`src/rtl/xonxoff_flow_ctl.sv`:
```
module xonxoff_flow_ctl #(
  parameter int CW = 8
) (
  input  logic          clk,
  input  logic          rst_n,
  input  logic          enable,
  input  logic [CW-1:0] rx_level,
  input  logic [CW-1:0] hi_thresh,
  input  logic [CW-1:0] lo_thresh,
  input  logic [7:0]    xon_code,
  input  logic [7:0]    xoff_code,
  input  logic          rx_valid,
  input  logic [7:0]    rx_data,
  output logic          fifo_wr,
  input  logic          tx_busy,
  output logic          ins_req,
  output logic [7:0]    ins_data,
  input  logic          ins_ack,
  output logic          tx_pause,
  output logic          xon_irq,
  output logic          xoff_irq
);

  logic remote_off;
  logic sent_xoff;
  logic pause_want;

  wire xoff_hit  = enable && rx_valid && (rx_data == xoff_code);
  wire xon_hit   = enable && rx_valid && (rx_data == xon_code) && !xoff_hit;
  wire want_xoff = !remote_off && (rx_level > hi_thresh);
  wire want_xon  = remote_off && (rx_level < lo_thresh);
  wire pause_nxt = xoff_hit ? 1'b1 : (xon_hit ? 1'b0 : pause_want);

  assign fifo_wr = rx_valid && !(xoff_hit || xon_hit);

  always_ff @(posedge clk or negedge rst_n) begin
    if (!rst_n) begin
      ins_req    <= 1'b0;
      ins_data   <= 8'h00;
      remote_off <= 1'b0;
      sent_xoff  <= 1'b0;
      pause_want <= 1'b0;
      tx_pause   <= 1'b0;
      xon_irq    <= 1'b0;
      xoff_irq   <= 1'b0;
    end else if (!enable) begin
      ins_req    <= 1'b0;
      remote_off <= 1'b0;
      pause_want <= 1'b0;
      tx_pause   <= 1'b0;
      xon_irq    <= 1'b0;
      xoff_irq   <= 1'b0;
    end else begin
      xon_irq    <= xon_hit;
      xoff_irq   <= xoff_hit;
      pause_want <= pause_nxt;
      if (!tx_busy) tx_pause <= pause_nxt;

      if (ins_req) begin
        if (ins_ack) begin
          ins_req    <= 1'b0;
          remote_off <= sent_xoff;
        end
      end else if (want_xoff) begin
        ins_req   <= 1'b1;
        ins_data  <= xoff_code;
        sent_xoff <= 1'b1;
      end else if (want_xon) begin
        ins_req   <= 1'b1;
        ins_data  <= xon_code;
        sent_xoff <= 1'b0;
      end
    end
  end

endmodule

```
`config.mk`:
```
export PLATFORM = sky130hd
export DESIGN_NAME = xonxoff_flow_ctl
export DESIGN_NICKNAME = d
export VERILOG_FILES = /design/src/rtl/xonxoff_flow_ctl.sv
export SDC_FILE = /design/constraint.sdc
export NUM_CORES = 1
export LEC_CHECK = 0
export BUFFER_PORTS_ARGS = -buffer_cell sky130_fd_sc_hd__clkbuf_2
export CAP_MARGIN = 20
export CORE_ASPECT_RATIO = 2
export CORE_MARGIN = 1.5
export CORE_UTILIZATION = 41
export DETAILED_ROUTE_END_ITERATION = 10
export PLACE_DENSITY = 0.76
export SLEW_MARGIN = 0
export SYNTH_ARGS = -nofsm -noshare
export SYNTH_HDL_FRONTEND = slang
export SYNTH_SLANG_ARGS = --single-unit
```
`constraint.sdc`:
```
create_clock -name clk -period 1.65 [get_ports clk]
set_input_delay 0.2475 -clock clk [delete_from_list [all_inputs] [get_ports clk]]
set_output_delay 0.2475 -clock clk [all_outputs]
set_load 0.03 [all_outputs]
```
==> results of run 1 <==
## cell usage in the layout, fill, tap and decap left out, types with 6 or more instances in the layout
master | netlist | final
clkbuf_2 | 0 | 58
inv_1 | 18 | 16
dfrtp_1 | 15 | 15
mux2_4 | 8 | 13
buf_4 | 0 | 11
xnor2_1 | 14 | 9
ha_1 | 15 | 9
ha_4 | 0 | 6
## state kept, by name (all words and copies together) (netlist names)
register / cells
tx_pause: 1
ins_req: 1
sent_xoff: 1
remote_off: 1
ins_data: 8
xon_irq: 1
xoff_irq: 1
pause_want: 1
## worst min-delay path by stage
stage                     startpoint          end  slack (ns)
after global routing         ins_ack      ins_req        0.21
after CTS                    ins_ack      ins_req        0.20
after detailed placement       rst_n  ins_data[0]        0.19
final                        ins_ack      ins_req        0.20
after global placement         rst_n   pause_want        0.17
after floorplan                rst_n  ins_data[0]       -0.05
## routing by layer
metal / part of all wire [%] / track usage [%] / vias up
met2: 60 / 43.3 / 65
met5: 0 / 0 / -
li1: - / - / 605
met3: 5.5 / 2.39 / 8
met4: 2.4 / 9.06 / 0
met1: 32 / 18.6 / 582
## worst max-delay path, stage by stage
cell and delay [ns]:
buf_8 0.10, ha_4 0.23, nor2b_4 0.12, o211ai_2 0.14, a21oi_2 0.09, o31ai_4 0.24
buf_12 0.18, mux2_2 0.33, mux2_4 0.26
## power groups by stage
stage / Combinational, mW / Clock, mW / Sequential [mW]
final: 0.954 / 0.296 / 0.548
after global placement: 0.849 / 0 / 0.550
after floorplan: 0.360 / 0 / 0.751
after global routing: 1.02 / 0.316 / 0.562
after CTS: 0.908 / 0.298 / 0.552
after detailed placement: 0.871 / 0 / 0.553
## final cells by class
| type | instances | area, µm² | area share [%] |
|---|---|---|---|
| Tap cell | 30 | 37.5 | 1.81 |
| Clock buffer | 3 | 41.3 | 1.99 |
| Timing Repair Buffer | 81 | 549 | 26.4 |
| Clock inverter | 1 | 5.00 | 0.241 |
| Inverter | 18 | 72.6 | 3.49 |
| Multi-Input combinational cell | 91 | 998 | 48.0 |
| Sequential cell | 15 | 375 | 18.1 |
## stage by stage
step | cell area (µm²) | worst slack, ns | hold slack [ns] | utilization, % | std cells
after CTS | 1960 | -0.183 | 0.202 | 65.7 | 238
after global routing | 2080 | -0.204 | 0.211 | 69.8 | 239
after floorplan | 1340 | -0.282 | -0.0481 | - | 125
after global placement | 1820 | -0.404 | 0.174 | 61.0 | 232
final | 2080 | -0.167 | 0.203 | 69.8 | 239
after detailed placement | 1820 | -0.468 | 0.185 | 61.0 | 232
## cells by family (layout without fill, tap and decap cells)
group | count (synthesis) | after routing | synth area share, %
adder cells (fa/ha/maj) | 15 | 15 | 14.5
multiplexers | 16 | 16 | 16.2
AO/OA/AOI/OAI | 19 | 19 | 12.2
flip-flops | 15 | 15 | 29.0
AND/OR/NAND/NOR | 25 | 25 | 11.1
buffers and inverters | 19 | 103 | 6.09
XOR/XNOR | 16 | 16 | 10.8
## timing repair
action	in CTS	in global routing
resized for setup	12	30
pin swaps	3	11
cloned	0	1
endpoints found under the setup margin	9	9
setup buffers	1	0
hold endpoints to repair	15	0
hold buffers	1	0
==> qor.txt, run 1 <==
Synth top area share: 29.0%
Max Cap Viol: 0
first-pass GRT wire length: 5.50 mm
Detail Route Antenna Nets: 0
Max IR drop VDD: 708 µV
vias per inst: 5.27
antenna cells: 0
I/O pins: 67
Fill cells: 215
largest net degree at the start of global routing: 16
yosys warns: 0
Setup crit end kind: register
Net Sw Frac: 37.7%
status: finished, violations left
Slew Limit Fails: 0
Post-synth ARST share: 100%
NetSw: 0.677 mW
IO buf count: 66
nets@finish: 279
core area: 2980 µm²
Net Count, Synth: 194
worst min-delay path class: in -> reg
Routed Wire Length: 3.69 mm
Setup Skew: 0.00238 ns
Setup TNS Final: -1.28 ns
DPL Wire Length: 2.76 mm
worst setup path endpoint: ins_data[0]
Crit Path Class: in -> reg
Die H: 82.4 µm
# DRC: 0
Leak: 1.11 nW
Logic pwr share: 53.1%
first drt pass iteration count: 4
FMAX: 550 MHz
grt ovf: 0
slew margin rel.: 74.7%
Crit Path Max Fanout: 9
num rows: 28
Post-Syn Area: 1290 µm²
R2R Path End: ins_data[4]
Starting Density: 43.4%
via count: 1260
reg-to-reg critical path startpoint: ins_req
vias in the first global route: 1400
P per Cell Area: 865 nW/µm²
Worst Slack Setup Final: -0.167 ns
Power Total: 1.80 mW
dominant synthesized flop cell: dfrtp_1
critical path required time: 1.79 ns
Reg clk slew, reported paths: 0.06 ns
routed len/inst: 15.4 µm
hold depth: 2
count of different cell masters after synthesis: 31
Worst Reg2Reg Path Length in Cells: 6
Mapped Cells: 125
clock root buffer: clkbuf_8
Tcrit/Tclk final: 110%
Area Overhead vs Synth: 60.7%
TritonCTS clock tree: yes
Avg Cell Area, Syn: 10.3 µm²
Reg2Reg Setup Slack: -0.03 ns
Yosys reg bits: 15
Startpoint Class: input port
Clk network pwr share: 16.4%
H-tree depth: 1
violated checks: setup timing
die area: 3520 µm²
RSZ-0062 raised after global routing: yes
largest buffer count on any clock path: 2
post-synth top area cell: dfrtp_1
EDFF count, synth: 0
die width: 42.7 µm
Area contributors post-synth: dfrtp_1 (29%), ha_1 (15%), xnor2_1 (9.5%)
Int Pwr: 1.12 mW
final hold violation count: 0
Slew @ Worst Pin: 0.379 ns
Clock Sinks: 15
TritonCTS Buffers: 3
worst-skew pair later-pin latency: 0.25 ns
most numerous cell in the Yosys netlist: inv_1
Final min period: 1.82 ns
Initial DRC Count: 19
GPL Wtd Cong: 0.815
Total GRT Usage: 20.7%
crit path from: rx_level[1]
initial antenna violation count: 0
post-synthesis sequential area ratio: 29.0%
layout cells sized above 1: 60.3%
CP arrival: 1.95 ns
# setup viols final: 9
sequential share of power: 30.5%
synth cell count leaders: inv_1 (18), dfrtp_1 (15), ha_1 (15)
Power figures use the tool's default switching activity.
==> run 2, diff against run 1 <==
--- a/config.mk
+++ b/config.mk
@@ -7,11 +7,14 @@
 export LEC_CHECK = 0
 export BUFFER_PORTS_ARGS = -buffer_cell sky130_fd_sc_hd__clkbuf_2
 export CAP_MARGIN = 20
+export CELL_PAD_IN_SITES_DETAIL_PLACEMENT = 0
+export CELL_PAD_IN_SITES_GLOBAL_PLACEMENT = 2
 export CORE_ASPECT_RATIO = 2
 export CORE_MARGIN = 1.5
-export CORE_UTILIZATION = 41
+export CORE_UTILIZATION = 23
 export DETAILED_ROUTE_END_ITERATION = 10
-export PLACE_DENSITY = 0.76
+export GPL_TIMING_DRIVEN = 0
+export PLACE_DENSITY_LB_ADDON = 0.1
 export SLEW_MARGIN = 0
 export SYNTH_ARGS = -nofsm -noshare
 export SYNTH_HDL_FRONTEND = slang
==> qor.txt, run 2 (synthesis gave the netlist of run 1 again) <==
nets@finish: 268 (-3.9%)
Setup crit end kind: register
FMAX: 526 MHz (-4.4%)
die width: 56.0 µm (+31%)
Worst Slack Setup Final: -0.251 ns (-0.0838 ns)
slowest stage delay, CP: 0.34 ns (about the same)
Max IR drop VDD: 524 µV (-26%)
largest buffer count on any clock path: 2 (unchanged)
Area after DPL: 1750 µm² (-3.7%)
IO buf count: 66 (unchanged)
Starting Density: 23.9% (-20 points)
Slew @ Worst Pin: 0.388 ns (+0.00849 ns)
clock root buffer: clkbuf_8
die area: 6110 µm² (+74%)
routed len/inst: 13.4 µm (-13%)
first-pass GRT wire length: 5.51 mm (+0.13%)
initial antenna violation count: 0 (unchanged)
Area Overhead vs Synth: 47.5%
DPL Wire Length: 3.05 mm (+10%)
Reg clk slew, reported paths: 0.06 ns (about the same)
TritonCTS clock tree: yes
Crit Path Class: in -> reg
slew margin rel.: 74.1% (-0.57 points)
Detail Route Antenna Nets: 0 (unchanged)
vias per inst: 4.54 (-14%)
most common cell after layout, fill and taps aside: clkbuf_2
Final min period: 1.90 ns (+0.0838 ns)
CP arrival: 2.03 ns (+0.08 ns)
critical path required time: 1.78 ns (about the same)
final hold violation count: 0 (unchanged)
Initial DRC Count: 7 (-12)
slowest cell on the critical path: mux2_2
Tcrit/Tclk final: 115% (+5.1 points)
Slew Limit Fails: 0 (unchanged)
RSZ-0062 raised after global routing: yes
layout cells sized above 1: 54.0% (-6.2 points)
Finished Core Util: 35.2% (-35 points)
cell area after layout: 1910 µm² (-8.2%)
core area: 5420 µm² (+82%)
DP Worst Slack: -0.689 ns (-0.221 ns)
P per Cell Area: 899 nW/µm² (+3.9%)
Worst Path Buf+Inv: 2 (unchanged)
number of flip-flops in the largest register: 8 (unchanged)
worst-skew pair later-pin latency: 0.25 ns (about the same)
Setup TNS Final: -1.94 ns (-0.664 ns)
Power Total: 1.71 mW (-4.6%)
Total GRT Usage: 11.7% (-9.0 points)
Max Cap Viol: 0 (unchanged)
antenna cells: 0 (unchanged)
grt ovf: 0 (unchanged)
Placed Cells: 251 (+8.2%)
status: finished, violations left
num rows: 38 (+36%)
cell chain of the critical path: clkbuf_8 -> ha_4 -> nor2b_4 -> o211ai_2 -> a21oi_2 -> o31ai_4 -> buf_12 -> mux2_2 -> mux2_4
Crit Path Max Fanout: 10 (+1)
Startpoint Class: input port
WHS: 0.219 ns (+0.0159 ns)
TritonCTS Buffers: 3 (unchanged)
Cell Count, Final, Fillers Out: 258 (+7.9%)
violated checks: setup timing
Leak: 1.00 nW (-9.4%)
CP top delay family: multiplexers
Largest Register: ins_data
Reg2Reg Setup Slack: -0.10 ns (-0.07 ns)
H-tree depth: 1 (unchanged)
# setup viols final: 9 (unchanged)
vias in the first global route: 1262 (-9.9%)
via count: 1172 (-7.0%)
worst min-delay path class: in -> reg
# DRC: 0 (unchanged)
I/O pins: 67 (unchanged)
first drt pass iteration count: 3 (-1)
Setup Skew: 0.00278 ns (+0.000397 ns)
most frequent cells in the layout: clkbuf_2 (63), inv_1 (16), dfrtp_1 (15)
GPL Wtd Cong: 0.677 (-17%)
Clock Sinks: 15 (unchanged)
largest net degree at the start of global routing: 16 (unchanged)
Routed Wire Length: 3.45 mm (-6.3%)
Die H: 109 µm (+32%)
==> run 2: cell types whose count changed in the layout (fill, tap and decap cells not counted), moves of 3 or more <==
cell / before / now
mux2_4: 13 / 9
buf_8: 3 / 0
ha_4: 6 / 3
buf_6: 5 / 0
ha_1: 9 / 12
buf_4: 11 / 1
mux2_2: 3 / 7
clkbuf_2: 58 / 63
clkbuf_8: 3 / 6
==> run 2: worst register-to-register path, stage by stage, from the launching register on <==
cell      delay [ns]
dfrtp_1         0.41
nand2b_1        0.20
nor3b_1         0.21
o211a_1         0.21
o21ba_4         0.17
buf_12          0.14
mux2_4          0.30
==> run 2: worst paths after layout <==
| path | startpoint | endpoint | cells after the start |
|---|---|---|---|
| hold reg to reg | ins_data[7] | ins_data[7] | 1 |
| hold / removal | ins_ack | ins_req | 2 |
| max in group asynchronous | rst_n | ins_req | 2 |
| min in group asynchronous | rst_n | xoff_irq | 2 |
| setup reg to reg | ins_req | ins_data[5] | 6 |
| setup / recovery | rx_level[1] | ins_data[5] | 9 |
==> run 2: report_power, final <==
group	total (mW)	switching, mW	internal, mW
clock network	0.297	0.126	0.171
logic	0.869	0.456	0.413
registers	0.549	0.0695	0.479
==> run 2: what timing repair did <==
item,4_1_cts,5_1_grt
hold endpoints to repair,15,0
hold buffers,1,0
gates resized for setup,12,1
endpoints found under the setup margin,10,10
pin swaps,5,3
buffers inserted,2,0
==> run 2: area by class of cell <==
type	instances	area (µm²)
Inverter	18	72.6
Buffer	1	20.0
Tap cell	60	75.1
Sequential cell	15	375
Timing Repair Buffer	69	394
Fill cell	592	3510
Multi-Input combinational cell	91	926
Clock buffer	4	45.0
==> run 2: per-layer routing <==
metal	global-route usage, %	part of all wire, %	vias to the layer above
li1	-	-	581
met1	10.7	31	547
met3	1.42	5.0	4
met2	24.6	62	40
met5	0	0	-
met4	4.59	1.4	0
==> run 3, diff against run 2 <==
--- a/config.mk
+++ b/config.mk
@@ -11,10 +11,11 @@
 export CELL_PAD_IN_SITES_GLOBAL_PLACEMENT = 2
 export CORE_ASPECT_RATIO = 2
 export CORE_MARGIN = 1.5
-export CORE_UTILIZATION = 23
+export CORE_UTILIZATION = 24
+export CTS_BUF_LIST = sky130_fd_sc_hd__clkbuf_4
 export DETAILED_ROUTE_END_ITERATION = 10
 export GPL_TIMING_DRIVEN = 0
-export PLACE_DENSITY_LB_ADDON = 0.1
+export PLACE_DENSITY = 0.78
 export SLEW_MARGIN = 0
 export SYNTH_ARGS = -nofsm -noshare
 export SYNTH_HDL_FRONTEND = slang
==> qor.txt, run 3 (synthesis gave the netlist of run 1 again) <==
status: finished, violations left
violated checks: setup timing
Worst Slack Setup Final: -0.161 ns (+0.0901 ns)
Reg clk slew, reported paths: 0.10 ns (+0.04 ns)
met1 usage: 12.3% (+1.6 points)
Max Cap Viol: 0 (unchanged)
met3 Use GR: 2.09% (+0.67 points)
grt ovf: 0 (unchanged)
Initial DRC Count: 7 (unchanged)
Leak: 1.06 nW (+5.7%)
H-tree depth: 1 (unchanged)
largest net degree at the start of global routing: 16 (unchanged)
final hold violation count: 0 (unchanged)
Largest Register: ins_data
Startpoint Class: input port
Fill cells: 548 (-7.4%)
Total GRT Usage: 13.2% (+1.5 points)
TritonCTS Buffers: 3 (unchanged)
Clock Sinks: 15 (unchanged)
most frequent cells in the layout: clkbuf_2 (56), inv_1 (15), dfrtp_1 (15)
Die H: 107 µm (-2.0%)
critical path required time: 1.83 ns (+0.05 ns)
num rows: 37 (-2.6%)
P per Cell Area: 824 nW/µm² (-8.3%)
GPL Wtd Cong: 0.747 (+10%)
initial antenna violation count: 0 (unchanged)
first drt pass iteration count: 4 (+1)
slew margin rel.: 73.2% (-0.93 points)
I/O pins: 67 (unchanged)
IO buf count: 66 (unchanged)
Max IR drop VDD: 485 µV (-7.4%)
WHS: 0.167 ns (-0.0521 ns)
Placed Cells: 249 (-0.80%)
CP top delay family: multiplexers
clock root buffer: clkbuf_4
die area: 5870 µm² (-4.0%)
Setup crit end kind: register
GR Util met2: 25.7% (+1.1 points)
DP Worst Slack: -0.643 ns (+0.0462 ns)
Area Overhead vs Synth: 57.2%
core area: 5180 µm² (-4.3%)
layout cells sized above 1: 60.3% (+6.3 points)
Detail Route Antenna Nets: 0 (unchanged)
CP arrival: 1.99 ns (-0.04 ns)
slowest cell on the critical path: mux2_2
vias in the first global route: 1276 (+1.1%)
largest buffer count on any clock path: 2 (unchanged)
nets@finish: 269 (+0.37%)
# DRC: 0 (unchanged)
worst-skew pair later-pin latency: 0.28 ns (+0.03 ns)
Starting Density: 25.0% (+1.1 points)
antenna cells: 0 (unchanged)
FMAX: 552 MHz (+5.0%)
Final min period: 1.81 ns (-0.0901 ns)
Cell Count, Final, Fillers Out: 257 (-0.39%)
# setup viols final: 9 (unchanged)
TritonCTS clock tree: yes
vias per inst: 4.53 (-0.21%)
Most Crowded Layer GR: met2
worst min-delay path class: in -> reg
Worst Path Buf+Inv: 3 (+1)
Setup Skew: 0.000916 ns (-0.00186 ns)
number of flip-flops in the largest register: 8 (unchanged)
routed len/inst: 13.6 µm (+1.3%)
Slew @ Worst Pin: 0.402 ns (+0.0139 ns)
Crit Path Class: in -> reg
Routed Wire Length: 3.48 mm (+0.90%)
DPL Wire Length: 2.98 mm (-2.4%)
cell chain of the critical path: clkbuf_8 -> inv_6 -> ha_4 -> nor2b_4 -> o211ai_2 -> a21oi_2 -> o31ai_4 -> buf_12 -> mux2_2 -> mux2_4
via count: 1165 (-0.60%)
slowest stage delay, CP: 0.33 ns (about the same)
Crit Path Max Fanout: 10 (unchanged)
first-pass GRT wire length: 5.55 mm (+0.87%)
Tcrit/Tclk final: 110% (-5.5 points)
RSZ-0062 raised after global routing: yes
most common cell after layout, fill and taps aside: clkbuf_2
Slew Limit Fails: 0 (unchanged)
die width: 54.9 µm (-2.0%)
[run 3: cell count changes in the layout (fill, tap and decap cells not counted), moves of 2 or more]
cell / delta
ha_1: -2
xnor2_2: +6
xnor2_1: -6
buf_6: +3
clkbuf_4: +3
buf_8: +2
ha_4: +2
clkbuf_2: -7
[run 3: what timing repair did]
item                                    in CTS  in global routing
pin swaps                                   10                 10
buffers inserted                             3                  0
endpoints found under the hold margin       15                  0
endpoints found under the setup margin      10                  9
hold buffers                                 1                  0
resized for setup                           22                 18
[run 3: power by group]
part	leakage, nW	switching [mW]	internal [mW]
clock network	0.0177	0.130	0.0899
logic	0.858	0.469	0.442
registers	0.186	0.0670	0.478
[run 3: per-layer routing]
layer  share of wire (%)  wire length (µm)  up-vias
met5                   0                 0        -
met4                 1.1                40        0
met3                 5.9               204        2
met2                  62              2170       41
met1                  31              1070      539
li1                    -                 -      583
[run 3: path summary, 6_finish.rpt]
| kind | from | end | slack, ns | cells after the start |
|---|---|---|---|---|
| max | hi_thresh[1] | ins_data[2] | -0.16 | 10 |
| min | ins_ack | ins_req | 0.17 | 2 |
| max reg2reg | ins_req | ins_data[2] | -0.06 | 6 |
| min reg2reg | ins_data[0] | ins_data[0] | 0.53 | 1 |
| max in group asynchronous | rst_n | tx_pause | 0.95 | 2 |
| min in group asynchronous | rst_n | ins_data[0] | 0.42 | 2 |
[run 3: per-stage QoR]
stage / power [mW] / TNS (ns) / cell area [µm²] / util [%]
4_1_cts: 1.68 / -1.29 / 1970 / 37.9
3_3_place_gp: 1.38 / -5.96 / 1750 / 33.7
3_5_place_dp: 1.39 / -5.87 / 1750 / 33.7
6_report: 1.68 / -1.25 / 2030 / 39.2
2_1_floorplan: 1.11 / -2.29 / 1340 / -
5_1_grt: 1.78 / -1.65 / 2030 / 39.2
[run 3: cell type report]
type	count	area [µm²]	share of cell area, %
timing repair buffer	70	458	22.5
sequential	15	375	18.5
multi-input combinational	91	1010	49.5
clock buffer	3	22.5	1.11
clock inverter	1	5.00	0.246
inverter	18	72.6	3.57
buffer	1	20.0	0.985
tap	58	72.6	3.57
